`src/rtl/fq_pkg.sv`:
```
package fq_pkg;
   localparam int FQ_FRAME_W = 9;
   localparam int FQ_DEPTH   = 8;

   function automatic bit fq_is_pow2(input int n);
      return (n > 1) && ((n & (n - 1)) == 0);
   endfunction
endpackage

```
`src/rtl/fq_ctrl.sv`:
```
module fq_ctrl #(
   parameter int DEPTH = 8,
   parameter int PTR_W = 3
) (
   input  logic             clk,
   input  logic             rst_n,
   input  logic             en,
   input  logic             soft_rst,
   input  logic             push,
   input  logic             pop,
   output logic             wr_ok,
   output logic [PTR_W-1:0] wr_ptr,
   output logic [PTR_W-1:0] rd_ptr,
   output logic [PTR_W:0]   count,
   output logic             busy_err
);
   localparam int CNT_W = PTR_W + 1;
   localparam logic [CNT_W-1:0] CNT_MAX = CNT_W'(DEPTH);

   logic rd_ok;
   logic flush;
   logic not_empty;

   assign not_empty = (count != '0);
   assign wr_ok     = en & ~soft_rst & push & (count != CNT_MAX);
   assign rd_ok     = en & ~soft_rst & pop & not_empty;
   assign flush     = soft_rst & ~not_empty;

   always_ff @(posedge clk or negedge rst_n) begin
      if (!rst_n) begin
         wr_ptr   <= '0;
         rd_ptr   <= '0;
         count    <= '0;
         busy_err <= 1'b0;
      end else begin
         busy_err <= soft_rst & not_empty;
         if (flush) begin
            wr_ptr <= '0;
            rd_ptr <= '0;
         end else begin
            if (wr_ok) wr_ptr <= wr_ptr + 1'b1;
            if (rd_ok) rd_ptr <= rd_ptr + 1'b1;
            count <= count + CNT_W'(wr_ok) - CNT_W'(rd_ok);
         end
      end
   end
endmodule

```
`src/rtl/fq_store.sv`:
```
module fq_store #(
   parameter int DATA_W      = 9,
   parameter int DEPTH       = 8,
   parameter int PTR_W       = 3,
   parameter bit RESET_SLOTS = 1'b1
) (
   input  logic              clk,
   input  logic              rst_n,
   input  logic              wr_en,
   input  logic [PTR_W-1:0]  wr_ptr,
   input  logic [DATA_W-1:0] wr_data,
   input  logic [PTR_W-1:0]  rd_ptr,
   output logic [DATA_W-1:0] rd_data
);
   logic [DATA_W-1:0] slot [DEPTH];

   for (genvar i = 0; i < DEPTH; i++) begin : g_slot
      logic [DATA_W-1:0] q;
      logic              hit;
      assign hit     = wr_en && (wr_ptr == PTR_W'(i));
      assign slot[i] = q;
      if (RESET_SLOTS) begin : g_rst
         always_ff @(posedge clk or negedge rst_n) begin
            if (!rst_n)   q <= '0;
            else if (hit) q <= wr_data;
         end
      end else begin : g_plain
         always_ff @(posedge clk) begin
            if (hit) q <= wr_data;
         end
      end
   end

   assign rd_data = slot[rd_ptr];
endmodule

```
`src/rtl/fq_flags.sv`:
```
module fq_flags #(
   parameter int PTR_W     = 3,
   parameter int HALF_MARK = 4
) (
   input  logic [PTR_W:0]   count,
   output logic [PTR_W-1:0] level,
   output logic             half,
   output logic             full
);
   assign level = count[PTR_W-1:0];
   assign full  = count[PTR_W];
   assign half  = (count >= (PTR_W+1)'(HALF_MARK));
endmodule

```
`src/rtl/frame_queue.sv`:
```
module frame_queue #(
   parameter int DATA_W      = fq_pkg::FQ_FRAME_W,
   parameter int DEPTH       = fq_pkg::FQ_DEPTH,
   parameter int HALF_MARK   = DEPTH / 2,
   parameter bit RESET_SLOTS = 1'b1
) (
   input  logic              clk,
   input  logic              rst_n,
   input  logic              en,
   input  logic              soft_rst,
   input  logic              push,
   input  logic [DATA_W-1:0] push_data,
   input  logic              pop,
   output logic [DATA_W-1:0] pop_data,
   output logic [$clog2(DEPTH)-1:0] level,
   output logic              half,
   output logic              full,
   output logic              busy_err
);
   localparam int PTR_W = $clog2(DEPTH);

   if (!fq_pkg::fq_is_pow2(DEPTH)) begin : g_bad_depth
      $error("frame_queue: DEPTH must be a power of two above 1");
   end
   if (DATA_W < 1) begin : g_bad_width
      $error("frame_queue: DATA_W must be at least 1");
   end
   if (HALF_MARK < 1 || HALF_MARK > DEPTH) begin : g_bad_mark
      $error("frame_queue: HALF_MARK out of range");
   end

   logic             wr_ok;
   logic [PTR_W-1:0] wr_ptr;
   logic [PTR_W-1:0] rd_ptr;
   logic [PTR_W:0]   count;

   fq_ctrl #(.DEPTH(DEPTH), .PTR_W(PTR_W)) u_ctrl (
      .clk(clk), .rst_n(rst_n), .en(en), .soft_rst(soft_rst),
      .push(push), .pop(pop), .wr_ok(wr_ok), .wr_ptr(wr_ptr),
      .rd_ptr(rd_ptr), .count(count), .busy_err(busy_err)
   );

   fq_store #(.DATA_W(DATA_W), .DEPTH(DEPTH), .PTR_W(PTR_W),
              .RESET_SLOTS(RESET_SLOTS)) u_store (
      .clk(clk), .rst_n(rst_n), .wr_en(wr_ok), .wr_ptr(wr_ptr),
      .wr_data(push_data), .rd_ptr(rd_ptr), .rd_data(pop_data)
   );

   fq_flags #(.PTR_W(PTR_W), .HALF_MARK(HALF_MARK)) u_flags (
      .count(count), .level(level), .half(half), .full(full)
   );
endmodule

```
`config.mk`:
```
export PLATFORM = sky130hd
export DESIGN_NAME = frame_queue
export DESIGN_NICKNAME = d
export VERILOG_FILES = /design/src/rtl/fq_pkg.sv /design/src/rtl/fq_ctrl.sv /design/src/rtl/fq_store.sv /design/src/rtl/fq_flags.sv /design/src/rtl/frame_queue.sv
export SDC_FILE = /design/constraint.sdc
export NUM_CORES = 1
export LEC_CHECK = 0
export ABC_AREA = 0
export BUFFER_PORTS_ARGS = -buffer_cell sky130_fd_sc_hd__buf_2
export CORE_MARGIN = 1
export CORE_UTILIZATION = 39
export DETAILED_ROUTE_END_ITERATION = 6
export PLACE_DENSITY = 0.67
export SLEW_MARGIN = 20
export SYNTH_ARGS = -nofsm -noshare
export SYNTH_HDL_FRONTEND = slang
export SYNTH_HIERARCHICAL = 1
export SYNTH_SLANG_ARGS = --single-unit
```
`constraint.sdc`:
```
create_clock -name clk -period 4.15 [get_ports clk]
set_input_delay 0.83 -clock clk [delete_from_list [all_inputs] [get_ports clk]]
set_output_delay 0.83 -clock clk [all_outputs]
set_load 0.02 [all_outputs]
```
==> results of run 1 <==
==> cell usage after synthesis <==
library cell  count  share of area (%)
buf_12            1               0.49
nor4bb_1          4               0.98
nand2_1           5               0.46
a211oi_1          1               0.18
mux2i_1           4               0.98
or3b_1            1               0.21
mux2_2           81                 22
nand4b_1          3               0.64
and2_1            1               0.15
dfrtp_1          83                 51
and3_1            1               0.15
o21ai_0           2               0.25
a21oi_2           1               0.21
inv_1            10               0.92
nand4bb_1         1               0.28
or3_1             1               0.15
nand4_1           1               0.15
nand3b_4          1               0.49
buf_2             9                1.1
buf_4             4               0.74
nor4b_4           1               0.58
buf_6             1               0.28
a21oi_1           5               0.61
nor3b_2           1               0.31
nor2_1            4               0.37
ha_1              8                2.5
buf_1             1              0.092
nand3b_1          1               0.18
nand3_1           1               0.12
nor3b_1           1               0.18
fa_1              1               0.49
xnor2_1           1               0.21
mux4_1           18                 12
a21boi_0          1               0.18
o31a_1            1               0.21
clkbuf_1          1              0.092
or2_1             1               0.15
==> where the power goes <==
part,internal (mW),switching (mW),total (mW)
sequential,1.09,0.267,1.35
combinational,0.646,0.471,1.12
clock,0.294,0.293,0.587
==> layer usage <==
metal / vias up / GRT usage, %
met4: 0 / 7.653
met2: 26 / 24.48
li1: 1039 / -
met1: 1197 / 20.67
met3: 12 / 2.506
met5: - / 0
==> area by class of cell <==
class	count	area [um2]	area share, %
Clock inverter	5	62.56	1.379
Inverter	10	37.54	0.8271
Clock buffer	10	137.6	3.033
Multi-Input combinational cell	153	1868	41.16
Sequential cell	83	2077	45.77
Tap cell	133	166.4	3.667
Timing Repair Buffer	34	188.9	4.163
==> cell usage in the layout, fill, tap and decap left out, types with 2 or more instances in the layout <==
master and count:
o21ai_0 2, mux4_1 18, ha_1 8, dfrtp_1 83, a21oi_1 5, nand2_1 5
clkbuf_8 10, clkinvlp_4 2, mux2_2 81, nor4bb_2 3, mux2i_1 4, buf_2 28
nor2_1 4, buf_4 5, nand4b_1 3, inv_1 10
==> registers in the layout (all words and copies together), names as in the netlist <==
| name | cells |
|---|---|
| u_ctrl/count | 4 |
| u_ctrl/rd_ptr | 3 |
| u_ctrl/wr_ptr | 3 |
| u_store/g_slot.q | 72 |
| u_ctrl/busy_err | 1 |
==> cells by family (layout without fill, tap and decap cells) <==
| kind of cell | Yosys count | after routing |
|---|---|---|
| AND/OR/NAND/NOR | 29 | 29 |
| XOR/XNOR | 1 | 1 |
| buffers and inverters | 27 | 59 |
| flip-flops | 83 | 83 |
| adder cells (fa/ha/maj) | 9 | 9 |
| AO/OA/AOI/OAI | 11 | 11 |
| multiplexers | 103 | 103 |
==> path summary, 6_finish.rpt <==
path	slack [ns]	startpoint	to
hold / removal	0.50	u_store/g_slot[1].q[4]	u_store/g_slot[1].q[4]
min in group asynchronous	0.51	rst_n	u_ctrl/busy_err
hold reg to reg	0.50	u_store/g_slot[1].q[4]	u_store/g_slot[1].q[4]
setup / recovery	0.82	u_ctrl/rd_ptr[0]	pop_data[3]
max in group asynchronous	3.13	rst_n	u_store/g_slot[1].q[4]
setup reg to reg	1.56	u_ctrl/count[2]	u_store/g_slot[2].q[1]
==> metrics by stage <==
step,setup WS (ns),utilization [%],instances,hold WS [ns]
final,0.8210,45.59,428,0.5043
after global routing,0.7346,45.59,428,0.5209
after CTS,0.7902,45.55,428,0.5082
after detailed placement,1.193,43.54,413,0.4874
after global placement,1.196,43.54,413,0.4795
after floorplan,1.751,-,263,0.4428
==> worst max-delay path, cell delays in order (launching register included) <==
cell	delay (ns)
dfrtp_1	0.81
buf_4	0.32
mux4_1	0.59
mux2_2	0.27
buf_2	0.16
==> results.py, run 1 <==
metrics = {
    "outcome": {
        "status": "finished, final reports clean",
    },
    "sta": {
        "tightest_slew_ns": 0.9939,
        "fin_crit_ns": 3.329,
        "slew_violations": 0,
        "tns_ns": 0,
        "rsz0062_at_grt": "false",
        "finalHoldViolations": 0,
        "clock_skew_ns": 0.006510,
        "setup_viol": 0,
        "max_freq_mhz": 300.4,
        "min_period_over_period_pct": 80.22,
        "slew_headroom_pct": 32.84,
    },
    "yosys": {
        "synth.avg_cell_area_um2": 15.50,
        "synth_fp_nets": 287,
        "synth_compound_area_share_pct": 1.657,
        "yosys_warnings": 6,
        "synth.ff_latch_count": 83,
        "synth_top_family_by_area": "multiplexers",
        "yosysSeqAreaShare_pct": 50.94,
        "synthSimpleGateAreaFrac_pct": 5.585,
        "synth_adder_area_share_pct": 2.946,
        "yosys.area_share.xor_xnor_pct": 0.2148,
        "netlist_area_um2": 4078,
        "synth_mux_area_share_pct": 34.95,
        "ys_types": 37,
        "netlist_instances": 263,
    },
    "setup_path": {
        "cp-start-kind": "register",
        "critPathArrivalTime_ns": 2.50,
        "critical_path_class": "register to output port",
        "cp_max_fo": 14,
        "rr_worst_depth": 7,
        "worstPathRequired_ns": 3.32,
        "cp-end-kind": "output port",
    },
    "floorplan": {
        "std_cell_rows": 36,
        "initial_core_util_pct": 40.96,
        "dieArea_um2": 10870,
        "die_w_um": 104.3,
        "die_y_um": 104.3,
        "ioPinCount": 30,
        "coreArea_um2": 9955,
    },
    "cts": {
        "post_cts_buffers": 0,
        "cts_resized": 0,
        "clk_pin_slew_ns": 0.08,
        "htreeDepth": 3,
        "cts_tree": "built",
        "clk_latency_ns": 0.35,
        "ctsHoldBuffers": 0,
        "root_buffer": "clkbuf_8",
        "cts_num_sinks": 83,
        "tritoncts.num_buffers": 9,
        "clockBufferDepth": 2,
    },
    "cells_and_area": {
        "fin_nets": 315,
        "n_antenna_cell": 0,
        "fillCellCount": 902,
        "synthToLayoutAreaGrowth_pct": 11.29,
        "drive_above_1_share_pct": 46.44,
        "final_area_um2": 4538,
    },
    "global_route": {
        "grt_pass1_vias": 2358,
        "gr-total-overflow": 0,
        "grt_pass1_wl_um": 12790,
        "grt_max_degree": 84,
        "grt_use_total_pct": 15.46,
        "antenna_found_initial": 0,
    },
    "placed_design": {
        "gp_congestion": 0.6628,
        "dpl_cell_area_um2": 4334,
        "numPortBuffers": 29,
        "dp_hpwl_um": 4936,
    },
    "pwr": {
        "ir_drop_mv": 0.1990,
        "power.total_mw": 3.057,
        "p_leak_nw": 2.152,
        "power_density_nw_per_um2": 673.6,
    },
    "drt": {
        "drc": 0,
        "top_layer_used": "met4",
        "firstDrtPassIters": 4,
        "drtIter0Drc": 72,
        "vias_per_cell": 5.313,
        "wl_per_cell_um": 17.86,
        "route.met3.wl_um": 168,
        "totalWireLength_um": 7643,
        "ant_nets": 0,
        "met1_length_um": 3607,
        "wl_met2_um": 3699,
        "vias": 2274,
    },
    "min_path": {
        "hold_path_depth": 1,
        "hp-class": "register to register",
    },
    "flow_run": {
        "maxCapViolations": 0,
    },
}
Power figures use the tool's default switching activity.
==> inputs of run 2 (changes only) <==
==> constraint.sdc (replaced) <==
create_clock -name clk -period 3.1 [get_ports clk]
set_input_delay 0.62 -clock clk [delete_from_list [all_inputs] [get_ports clk]]
set_output_delay 0.62 -clock clk [all_outputs]
set_load 0.02 [all_outputs]
==> run 2 against run 1 <==
  * Flip-flop and latch count unchanged
  * Utilization increased by 0.28 points
  * First-iteration DRC count increased by 53%
  * Via count increased by 0.92%
  * Global-route usage decreased by 0.17 points
==> results.py, run 2 (same netlist as run 1, synthesis figures left out) <==
metrics = {
    "setup_path": {
        "critical_path_class": "register to output port",
        "critPathArrivalTime_ns": 2.14,
        "r2r_start": "u_ctrl/count[2]",
        "cp-end-kind": "output port",
        "cp_max_fo": 18,
        "cp-startpoint": "u_ctrl/rd_ptr[0]",
        "rr_worst_depth": 6,
        "worstSetupEndpoint": "pop_data[3]",
        "cp-start-kind": "register",
        "r2r_slack_ns": 0.68,
        "worstPathRequired_ns": 2.48,
        "r2r_end": "u_store/g_slot[0].q[3]",
    },
    "cells_and_area": {
        "layout_commonest_cell": "dfrtp_1",
        "fillCellCount": 881,
        "final_cell_mix": "83 x dfrtp_1, 81 x mux2_2, 28 x buf_2",
        "drive_above_1_share_pct": 47.85,
        "top_register": "u_store/g_slot.q",
        "synthToLayoutAreaGrowth_pct": 11.97,
        "largestRegisters": "u_store/g_slot.q (72), u_ctrl/count (4)",
        "largest_reg_flops": 72,
        "final_area_um2": 4566,
        "n_antenna_cell": 0,
        "fin_nets": 322,
    },
    "cts": {
        "cts_tree": "built",
        "clockBufferDepth": 2,
        "root_buffer": "clkbuf_8",
        "cts_num_sinks": 83,
        "htreeDepth": 3,
        "cts_resized": 0,
        "clk_pin_slew_ns": 0.08,
        "clk_latency_ns": 0.36,
        "tritoncts.num_buffers": 9,
        "ctsHoldBuffers": 0,
        "post_cts_buffers": 0,
    },
    "sta": {
        "tns_ns": 0,
        "min_period_over_period_pct": 89.03,
        "rsz0062_at_grt": "false",
        "max_freq_mhz": 362.3,
        "slew_violations": 0,
        "finalHoldViolations": 0,
        "slew_headroom_pct": 50.67,
        "tightest_slew_ns": 0.7399,
        "fin_crit_ns": 2.760,
        "setup_viol": 0,
        "clock_skew_ns": 0.01055,
        "whs_ns": 0.3057,
    },
    "global_route": {
        "grt_use_total_pct": 15.29,
        "grt_pass1_wl_um": 12630,
        "antenna_found_initial": 0,
        "grt_pass1_vias": 2389,
        "gr-total-overflow": 0,
        "grt_max_degree": 84,
    },
    "drt": {
        "drc": 0,
        "vias_per_cell": 5.264,
        "wl_per_cell_um": 17.13,
        "drtIter0Drc": 110,
        "vias": 2295,
        "ant_nets": 0,
        "firstDrtPassIters": 4,
        "totalWireLength_um": 7470,
    },
    "pwr": {
        "p_switching_mw": 1.381,
        "p_seq_share_pct": 43.1,
        "p_int_mw": 2.622,
        "power_density_nw_per_um2": 876.8,
        "p_leak_nw": 2.174,
        "switching_share_pct": 34.49,
        "pwr-share-clk_pct": 17.3,
        "ir_drop_mv": 0.2775,
        "pwr-share-comb_pct": 39.6,
    },
    "flow_run": {
        "maxCapViolations": 0,
    },
    "floorplan": {
        "coreArea_um2": 9955,
        "ioPinCount": 30,
        "die_w_um": 104.3,
        "dieArea_um2": 10870,
        "die_y_um": 104.3,
        "std_cell_rows": 36,
        "initial_core_util_pct": 40.96,
    },
    "min_path": {
        "hp-class": "primary input to asynchronous set/reset pin",
    },
    "placed_design": {
        "numPortBuffers": 29,
        "gp_congestion": 0.6816,
        "dp_hpwl_um": 4751,
        "dpl_cell_area_um2": 4387,
    },
    "outcome": {
        "status": "finished, final reports clean",
    },
}
==> run 2: final cells by class <==
class / instances / area (um2) / share of cell area (%)
flip-flops and latches: 83 / 2077 / 45.49
multi-input cells: 153 / 1868 / 40.92
repair buffers: 41 / 241.5 / 5.289
well taps: 133 / 166.4 / 3.645
clock buffers: 9 / 123.9 / 2.713
clock inverters: 7 / 51.30 / 1.124
inverters: 10 / 37.54 / 0.8221
==> run 2: stage by stage <==
step | worst slack [ns] | utilization [%] | std cells | power, mW
after floorplan | 0.9109 | - | 263 | 2.976
after global placement | 0.6082 | 44.07 | 420 | 3.301
after detailed placement | 0.5951 | 44.07 | 420 | 3.353
after CTS | 0.3256 | 45.83 | 436 | 4.064
after global routing | 0.2238 | 45.86 | 436 | 4.302
final | 0.3399 | 45.86 | 436 | 4.003
==> run 2: routing by layer <==
| metal | wire length (um) | global-route usage [%] | share of wire (%) |
|---|---|---|---|
| met1 | 3576 | 20.66 | 48 |
| met2 | 3605 | 23.81 | 48 |
| met3 | 201 | 4.010 | 2.7 |
| met4 | 87 | 5.306 | 1.2 |
| met5 | 0 | 0 | 0 |
==> run 2: worst min-delay path by stage <==
| stage | endpoint | slack [ns] | startpoint |
|---|---|---|---|
| floorplan | u_ctrl/busy_err | 0.32 | rst_n |
| global placement | u_ctrl/rd_ptr[2] | 0.47 | u_ctrl/rd_ptr[2] |
| detailed placement | u_ctrl/rd_ptr[2] | 0.48 | u_ctrl/rd_ptr[2] |
| CTS | u_store/g_slot[3].q[8] | 0.48 | rst_n |
| global route | u_store/g_slot[3].q[8] | 0.36 | rst_n |
| finish | u_ctrl/count[0] | 0.31 | rst_n |
==> run 2: worst max-delay path: stages, from the launching register on <==
cell	delay, ns
dfrtp_1	0.39
buf_4	0.33
mux4_1	0.63
mux2_2	0.28
buf_2	0.16
==> run 2: power by group through the flow <==
stage                     clock (mW)  combinational (mW)  sequential, mW
final                          0.692                1.59            1.73
after detailed placement           0                1.60            1.75
after global placement             0                1.57            1.73
after CTS                      0.723                1.61            1.73
after floorplan                    0                1.36            1.62
after global routing           0.771                1.74            1.79
==> inputs of run 3 (changes only) <==
--- a/config.mk
+++ b/config.mk
@@ -11,6 +11,7 @@
 export CORE_UTILIZATION = 39
 export DETAILED_ROUTE_END_ITERATION = 6
 export PLACE_DENSITY = 0.67
+export RECOVER_POWER = 100
 export SLEW_MARGIN = 20
 export SYNTH_ARGS = -nofsm -noshare
 export SYNTH_HDL_FRONTEND = slang
==> run 3 against run 2 <==
  * The run now ends with max-capacitance violations, max-slew violations left
  * Routed wire length is 0.91% higher
  * Flip-flop and latch count stayed put
  * Worst setup slack worse by 0.019 ns
  * Design area is 2.0% lower
  * Count of clock-buffer cells in the layout stayed put
  * Utilization is 0.93 points lower
  * Register-to-register slack worse by 0.31 ns
  * Global-route usage stayed put
  * Via count is 0.31% higher
  * Worst hold slack better by 0.18 ns
  * Die area stayed put
  * Largest cell class unchanged
  * Critical path depth stayed put
==> results.py, run 3 (same netlist as run 1, synthesis figures left out) <==
metrics = {
    "outcome": {
        "status": "finished with violations",
        "violations": "max-capacitance violations, max-slew violations",
    },
    "flow_run": {
        "maxCapViolations": 1,
    },
    "sta": {
        "min_period_over_period_pct": 89.64,
        "rsz0062_at_grt": "false",
        "finalHoldViolations": 0,
        "clock_skew_ns": 0.009861,
        "tns_ns": 0,
        "slew_violations": 84,
        "tightest_slew_ns": 2.053,
        "max_freq_mhz": 359.9,
        "slew_headroom_pct": -36.87,
        "whs_ns": 0.4823,
        "setup_viol": 0,
        "fin_crit_ns": 2.779,
    },
    "setup_path": {
        "cpPeakStageDelay_ns": 0.63,
        "critical_path_class": "register to output port",
        "cp-start-kind": "register",
        "cp_max_fo": 18,
        "critPathArrivalTime_ns": 2.16,
        "crit_family": "multiplexers",
        "cp-end-kind": "output port",
        "worstPathRequired_ns": 2.48,
        "slowest_stage": "mux4_1",
        "crit_chain": "buf_4 > mux4_1 > mux2_2 > clkbuf_1",
        "cp_num_buf_inv": 2,
    },
    "cells_and_area": {
        "largest_reg_flops": 72,
        "largestRegisters": "u_store/g_slot.q (72), u_ctrl/count (4)",
        "layout_commonest_cell": "dfrtp_1",
        "top_register": "u_store/g_slot.q",
        "fin_nets": 322,
        "synthToLayoutAreaGrowth_pct": 9.696,
        "drive_above_1_share_pct": 38.94,
        "fin_cells": 436,
        "final_cell_mix": "83 x dfrtp_1, 81 x mux2_2, 23 x clkbuf_1",
        "n_antenna_cell": 0,
    },
    "cts": {
        "clockBufferDepth": 2,
        "cts_resized": 0,
        "root_buffer": "clkbuf_8",
        "tritoncts.num_buffers": 9,
        "cts_num_sinks": 83,
        "cts_tree": "built",
        "clk_pin_slew_ns": 0.08,
        "post_cts_buffers": 0,
        "ctsHoldBuffers": 0,
        "clk_latency_ns": 0.36,
        "htreeDepth": 3,
    },
    "drt": {
        "drtIter0Drc": 109,
        "firstDrtPassIters": 4,
        "wl_per_cell_um": 17.29,
        "ant_nets": 0,
        "drc": 0,
        "vias_per_cell": 5.280,
        "vias": 2302,
        "totalWireLength_um": 7538,
    },
    "placed_design": {
        "numPortBuffers": 29,
        "dpl.cell_count": 420,
        "gp_congestion": 0.6816,
        "dp_hpwl_um": 4751,
    },
    "pwr": {
        "p_leak_nw": 2.092,
        "ir_drop_mv": 0.2710,
        "power.total_mw": 3.951,
        "power_density_nw_per_um2": 883.4,
    },
    "floorplan": {
        "die_w_um": 104.3,
        "std_cell_rows": 36,
        "initial_core_util_pct": 40.96,
        "die_y_um": 104.3,
        "dieArea_um2": 10870,
        "ioPinCount": 30,
        "coreArea_um2": 9955,
    },
    "min_path": {
        "hp-class": "register to register",
    },
    "global_route": {
        "grt_use_total_pct": 15.29,
        "grt_max_degree": 84,
        "gr-total-overflow": 0,
        "grt_pass1_wl_um": 12630,
        "grt_pass1_vias": 2389,
        "antenna_found_initial": 0,
    },
}
==> run 3: worst reg2reg max path, cell delays in order (launching register included) <==
cell     delay, ns
dfrtp_1       0.37
inv_1         0.09
ha_1          0.20
nor3b_1       0.18
nor2_1        0.40
nor4b_2       0.95
mux2_2        0.42
==> run 3: area by class of cell <==
type,instances,area (um2)
fillers,907,5482
flip-flops and latches,83,2077
multi-input cells,153,1836
repair buffers,41,181.4
well taps,133,166.4
clock buffers,9,123.9
clock inverters,7,51.30
inverters,10,37.54
==> run 3: routing by layer <==
metal | vias up | track usage (%) | share of wire [%]
met5 | - | 0 | 0
met4 | 0 | 5.306 | 1.2
met3 | 6 | 4.010 | 2.5
met2 | 29 | 23.81 | 47
met1 | 1210 | 20.66 | 49
li1 | 1057 | - | -
==> run 3: worst paths after layout <==
check / start / to / slack, ns / cells past startpoint
setup / recovery: u_ctrl/rd_ptr[0] / pop_data[3] / 0.32 / 4
hold / removal: u_ctrl/rd_ptr[2] / u_ctrl/rd_ptr[2] / 0.48 / 1
setup reg to reg: u_ctrl/count[2] / u_store/g_slot[0].q[3] / 0.37 / 6
hold reg to reg: u_ctrl/rd_ptr[2] / u_ctrl/rd_ptr[2] / 0.48 / 1
max in group asynchronous: rst_n / u_ctrl/wr_ptr[2] / 1.04 / 1
min in group asynchronous: rst_n / u_ctrl/count[0] / 0.81 / 1
==> run 3: stage by stage <==
stage / setup slack, ns / util (%) / cell area, um2
floorplan: 0.9109 / - / 4078
global placement: 0.6082 / 44.07 / 4387
detailed placement: 0.5951 / 44.07 / 4387
CTS: 0.3256 / 45.83 / 4562
global route: 0.1375 / 44.93 / 4473
finish: 0.3211 / 44.93 / 4473
==> run 3: where the power goes <==
| part | internal (mW) | switching [mW] | leakage (nW) |
|---|---|---|---|
| Combinational | 0.821 | 0.721 | 0.919 |
| Clock | 0.294 | 0.399 | 0.0860 |
| Sequential | 1.46 | 0.260 | 1.09 |
